[src/rtl/rc5u_pkg.sv]
package rc5u_pkg;
    localparam int WORD_W     = 32;
    localparam int NUM_ROUNDS = 15;
    localparam int KEY_WORDS  = 2 * (NUM_ROUNDS + 1);
    localparam int KEY_AW     = $clog2(KEY_WORDS);
    localparam int ROT_W      = $clog2(WORD_W);

    typedef logic [WORD_W-1:0] word_t;

    typedef struct packed {
        word_t a;
        word_t b;
    } blk_t;

    typedef enum logic [0:0] {
        ST_IDLE = 1'b0,
        ST_RUN  = 1'b1
    } run_state_e;

    // left rotation by a 5-bit amount; amount 0 returns the word
    function automatic word_t rotl(word_t x, logic [ROT_W-1:0] n);
        logic [2*WORD_W-1:0] dbl;
        dbl = {x, x} << n;
        return dbl[2*WORD_W-1:WORD_W];
    endfunction

    // one full RC5 round, second half uses the updated A
    function automatic blk_t one_round(blk_t s, word_t ka, word_t kb);
        blk_t r;
        r.a = rotl(s.a ^ s.b, s.b[ROT_W-1:0]) + ka;
        r.b = rotl(s.b ^ r.a, r.a[ROT_W-1:0]) + kb;
        return r;
    endfunction
endpackage

[src/rtl/rc5u_keytab.sv]
module rc5u_keytab
    import rc5u_pkg::*;
#(
    parameter int LANES  = 3,
    parameter int ITER_W = 3
) (
    input  logic              clk,
    input  logic              rst,
    input  logic              wr_en,
    input  logic              wr_lock,
    input  logic [KEY_AW-1:0] wr_addr,
    input  word_t             wr_data,
    input  logic [ITER_W-1:0] iter,
    output word_t             white_a,
    output word_t             white_b,
    output word_t             ka [LANES],
    output word_t             kb [LANES]
);
    logic [KEY_WORDS-1:0][WORD_W-1:0] mem;

    always_ff @(posedge clk) begin
        if (wr_en && !wr_lock) begin
            mem[wr_addr] <= wr_data;
        end
    end

    assign white_a = mem[0];
    assign white_b = mem[1];

    // round index for lane j in this iteration is iter*LANES + j + 1
    always_comb begin
        for (int j = 0; j < LANES; j++) begin
            ka[j] = mem[KEY_AW'(2 * (int'(iter) * LANES + j + 1))];
            kb[j] = mem[KEY_AW'(2 * (int'(iter) * LANES + j + 1) + 1)];
        end
    end


    locked_table_chk: assert property (@(posedge clk) disable iff (rst)
        ($past(wr_lock) && $past(wr_en) && !$past(rst)) |-> $stable(mem));
endmodule

[src/rtl/rc5u_round_chain.sv]
module rc5u_round_chain
    import rc5u_pkg::*;
#(
    parameter int LANES = 3
) (
    input  blk_t  din,
    input  word_t ka [LANES],
    input  word_t kb [LANES],
    output blk_t  dout
);
    blk_t stage [LANES+1];

    assign stage[0] = din;

    for (genvar j = 0; j < LANES; j++) begin : g_stage
        assign stage[j+1] = one_round(stage[j], ka[j], kb[j]);
    end

    assign dout = stage[LANES];
endmodule

[src/rtl/rc5u_ctrl.sv]
module rc5u_ctrl
    import rc5u_pkg::*;
#(
    parameter int ITERS  = 5,
    parameter int ITER_W = 3
) (
    input  logic              clk,
    input  logic              rst,
    input  logic              start,
    output logic              accept,
    output logic              busy,
    output logic              last,
    output logic [ITER_W-1:0] iter,
    output logic              done
);
    run_state_e state;

    assign busy   = (state == ST_RUN);
    assign accept = start && (state == ST_IDLE);
    assign last   = busy && (iter == ITER_W'(ITERS - 1));

    always_ff @(posedge clk) begin
        if (rst) begin
            state <= ST_IDLE;
            iter  <= '0;
            done  <= 1'b0;
        end else begin
            done <= last;
            if (accept) begin
                state <= ST_RUN;
                iter  <= '0;
            end else if (last) begin
                state <= ST_IDLE;
                iter  <= '0;
            end else if (busy) begin
                iter <= iter + 1'b1;
            end
        end
    end


    done_pulse_chk: assert property (@(posedge clk) disable iff (rst)
        done |=> !done);


    done_idle_chk: assert property (@(posedge clk) disable iff (rst)
        done |-> !busy);


    run_end_chk: assert property (@(posedge clk) disable iff (rst)
        last |=> (!busy && done));


    busy_rise_chk: assert property (@(posedge clk) disable iff (rst)
        $rose(busy) |-> $past(start));
endmodule

[src/rtl/rc5u_enc_core.sv]
module rc5u_enc_core
    import rc5u_pkg::*;
#(
    parameter int UNROLL = 3
) (
    input  logic        clk,
    input  logic        rst,
    input  logic        key_we,
    input  logic [4:0]  key_waddr,
    input  logic [31:0] key_wdata,
    input  logic        start,
    input  logic [31:0] pt_a,
    input  logic [31:0] pt_b,
    output logic        busy,
    output logic        done,
    output logic [31:0] ct_a,
    output logic [31:0] ct_b
);
    localparam int ITERS  = NUM_ROUNDS / UNROLL;
    localparam int ITER_W = (ITERS > 1) ? $clog2(ITERS) : 1;

    initial begin
        unroll_div_chk: assert ((NUM_ROUNDS % UNROLL) == 0 && UNROLL >= 1);
    end

    logic              accept;
    logic              last;
    logic [ITER_W-1:0] iter;
    word_t             white_a, white_b;
    word_t             ka [UNROLL];
    word_t             kb [UNROLL];
    blk_t              st_q;
    blk_t              chain_out;
    blk_t              ct_q;

    rc5u_ctrl #(.ITERS(ITERS), .ITER_W(ITER_W)) ctrl_i (
        .clk(clk), .rst(rst), .start(start), .accept(accept),
        .busy(busy), .last(last), .iter(iter), .done(done)
    );

    rc5u_keytab #(.LANES(UNROLL), .ITER_W(ITER_W)) keytab_i (
        .clk(clk), .rst(rst), .wr_en(key_we), .wr_lock(busy),
        .wr_addr(key_waddr), .wr_data(key_wdata), .iter(iter),
        .white_a(white_a), .white_b(white_b), .ka(ka), .kb(kb)
    );

    rc5u_round_chain #(.LANES(UNROLL)) chain_i (
        .din(st_q), .ka(ka), .kb(kb), .dout(chain_out)
    );

    always_ff @(posedge clk) begin
        if (accept) begin
            st_q.a <= pt_a + white_a;
            st_q.b <= pt_b + white_b;
        end else if (busy) begin
            st_q <= chain_out;
        end
    end

    always_ff @(posedge clk) begin
        if (rst) begin
            ct_q <= '0;
        end else if (last) begin
            ct_q <= chain_out;
        end
    end

    assign ct_a = ct_q.a;
    assign ct_b = ct_q.b;


    ct_hold_chk: assert property (@(posedge clk) disable iff (rst)
        (!done && !$past(rst)) |-> $stable(ct_q));
endmodule

[config.mk]
export PLATFORM = sky130hd
export DESIGN_NAME = rc5u_enc_core
export DESIGN_NICKNAME = d
export VERILOG_FILES = /design/src/rtl/rc5u_pkg.sv /design/src/rtl/rc5u_keytab.sv /design/src/rtl/rc5u_round_chain.sv /design/src/rtl/rc5u_ctrl.sv /design/src/rtl/rc5u_enc_core.sv
export SDC_FILE = /design/constraint.sdc
export NUM_CORES = 2
export LEC_CHECK = 0
export ABC_AREA = 1
export BUFFER_PORTS_ARGS = -buffer_cell sky130_fd_sc_hd__buf_2
export CAP_MARGIN = 15
export CORE_MARGIN = 2
export CORE_UTILIZATION = 40
export DETAILED_ROUTE_END_ITERATION = 6
export HOLD_SLACK_MARGIN = 0.12
export PLACE_DENSITY = 0.64
export SETUP_SLACK_MARGIN = 0.5
export SYNTH_ARGS = -nofsm -noshare
export SYNTH_HDL_FRONTEND = slang
export SYNTH_HIERARCHICAL = 1
export SYNTH_SLANG_ARGS = --single-unit
[constraint.sdc]
create_clock -name clk -period 36.2 [get_ports clk]
set_clock_uncertainty 0.2 [all_clocks]
set_input_delay 7.24 -clock clk [delete_from_list [all_inputs] [get_ports clk]]
set_output_delay 7.24 -clock clk [all_outputs]
set_load 0.01 [all_outputs]
==> results.md <==
* Status: completed
* Worst R2R Setup Slack at 4.75 ns
* Crit-path max cell delay at 0.75 ns
* Layout Utilization at 43.0%
* IO Count at 171
* Hold Path Class: register to register
* Vias in the first global route at 83634
* Cts hold-fix bufs at 0
* Post-synth cell types at 55
* Overall routing resource usage at 32.6%
* # clock sinks at 1157
* Async SR Flop Fraction at 0%
* Worst-Margin Slew at 1.34 ns
* CTS Buf Count at 139
* Max FO, Critical Path at 110
* Fin. max-slew vios at 0
* Area Overhead vs Synth at 7.20%
* RSZ-0062 raised after global routing: false
* Largest net degree at the start of global routing at 182
* Crit Path Category: register to register
* Skew-Pair Late Insertion Delay at 0.84 ns
* Row count at 178
* Synthesized cell area at 94300 sq um
* Via count at 94159
* Initial Utilization at 40.2%
* Max Fclk at 31.8 MHz
* Top delay family on crit path: compound AO/OA/AOI/OAI gates
* Crit path top cell by count: nand2_1
* Root Buffer: clkbuf_16
* Setup TNS at 0 ns
* Initial antenna violation count at 41
* Share of cells above drive strength 1 at 5.21%
* Placer Congestion at 1.08
* HPWL after DPL at 287 mm
* Max transition margin at 10.3%
* CTS tree: done
* Worst setup EP type: register
* Commonest non-fill, non-tap cell in the layout: nand2_1
* Final setup fails at 0
* Syn nets at 14833
* WP buf/inv at 14
* H-tree depth at 4
* Die Y at 490 microns
* Area share of the leading cell type in the synthesized netlist at 34.6%
* Post-synth EDFFs at 1088
* First-pass GRT wire length at 569 mm
* First-pass DRT Iterations at 6
* Reg clk slew, reported paths at 0.06 ns
* Seq/Total Area, Yosys at 36.1%
* Yosys warning count at 6
* DR DRC count at 0
* Die W at 490 microns
* Design area at 101000 sq um
* Max-cap viol count at 0
* Synthesized area per cell at 6.53 sq um
* Port buffer count at 170
* Mapped Cells at 14448
* Area contributors post-synth: edfxtp_1, nand2_1, nand3_1
* Post-CTS sizing at 0
* Yosys reg bits at 1157
* Required time worst endpoint at 36.76 ns
* Final Cycle Share at 86.9%
* Vias per cell at 5.42
* Die ar. at 240000 sq um
* Final #Nets at 14491
* Overflow after GRT at 0
* Final WL at 402 mm
* Iteration-0 DRC Markers at 11951
* Fill cell count at 24665
* Predominant post-synthesis flop cell: edfxtp_1
* CP max-delay cell: dfxtp_4
* Final Hold Violating Endpoints at 0
* Core area at 235000 sq um
* Fin crit period at 31.45 ns
* Most frequent cells in the layout: nand2_1, nand3_1, edfxtp_1, inv_1, o21ai_0
* Clk buf depth at 3
* Postcts setup bufs at 0
* Startpoint class of the critical path: register
* Leading area contributor after synthesis: edfxtp_1
* Placed inst area at 96500 sq um
* Routed Antenna Nets at 0
* Worst Path Arrival at 32.01 ns
* Drt wl/cell at 23.1 microns
==> Yosys cell counts (5+ instances only) <==
library cell  count
buf_2           299
xor2_2            7
mux2i_1         106
nor3_1           16
or2_2            40
nand2_2          19
or2_0            20
inv_1          1056
nand4_1          22
xor2_1          226
a21o_1           13
o21a_1            5
xnor2_1         101
nor2_1          244
fa_1              9
o21ai_2          14
o21ai_0         706
buf_4           112
o21bai_1         29
o21ai_1          49
o211ai_1         15
dfxtp_1          69
clkinv_1         10
inv_2            10
a211oi_1          8
a31oi_1          61
edfxtp_1       1088
clkbuf_1        263
nand3_1        1328
buf_1            87
a21oi_1         298
nor2_2            7
nand3_2          22
a21boi_1          9
buf_6            71
nand2_1        7696
nand3b_1          8
or2_1             6
ha_1            271
==> tightest hold or removal path, stage by stage (launching register included) <==
cell and delay [ns]:
dfxtp_1 0.30, nand2_1 0.06, a21oi_1 0.05
==> final timing paths <==
kind | start | to | cells after the start
hold / removal | ct_b[23] | ct_b[23] | 2
setup reg to reg | ctrl_i/iter[0] | ct_b[30] | 167
setup / recovery | ctrl_i/iter[0] | ct_b[30] | 167
hold reg to reg | ct_b[23] | ct_b[23] | 2
==> metrics by stage <==
| stage | setup slack [ns] | cells | hold slack [ns] |
|---|---|---|---|
| 4_1_cts | 5.47 | 17366 | 0.260 |
| 3_5_place_dp | 5.55 | 17111 | 0.251 |
| 6_report | 4.75 | 17380 | 0.258 |
| 5_1_grt | 2.38 | 17373 | 0.275 |
| 3_3_place_gp | 5.62 | 17110 | 0.248 |
| 2_1_floorplan | 13.35 | 14448 | 0.283 |
==> final cells by class <==
cell class,count,area [sq um],share of cell area [%]
timing repair buffer,353,2370,2.34
sequential,1157,34100,33.7
clock inverter,85,682,0.674
clock buffer,170,3830,3.78
antenna,10,25.0,0.0247
inverter,1077,4070,4.02
multi-input combinational,11378,52200,51.6
tap,3150,3940,3.90
==> metal layers <==
layer / part of all wire, % / wire, microns / track usage [%]
met1: 39 / 155000 / 40.9
met2: 43 / 173000 / 50.1
met3: 9.3 / 37200 / 5.46
met4: 9.1 / 36600 / 25.3
met5: 0.019 / 75 / 0
==> kinds of logic after synthesis <==
family / count (synthesis) / share of synthesized area (%)
XOR/XNOR: 334 / 3.16
multiplexers: 106 / 1.12
flip-flops: 1157 / 36.1
AO/OA/AOI/OAI: 1224 / 6.93
AND/OR/NAND/NOR: 9434 / 39.8
buffers and inverters: 1913 / 9.08
adder cells (fa/ha/maj): 280 / 3.79
==> flip-flops by register name, summed over array words and instances (netlist names) <==
signal and cells:
ctrl_i/busy 1, st_q 64, ctrl_i/done 1, ct_b 32
keytab_i/white_a 32, ct_a 32, keytab_i/white_b 32, ctrl_i/iter 3
keytab_i/mem 960
Power is not shown: default switching activity piles up to over one toggle a cycle in this logic, so the estimate is an artifact.
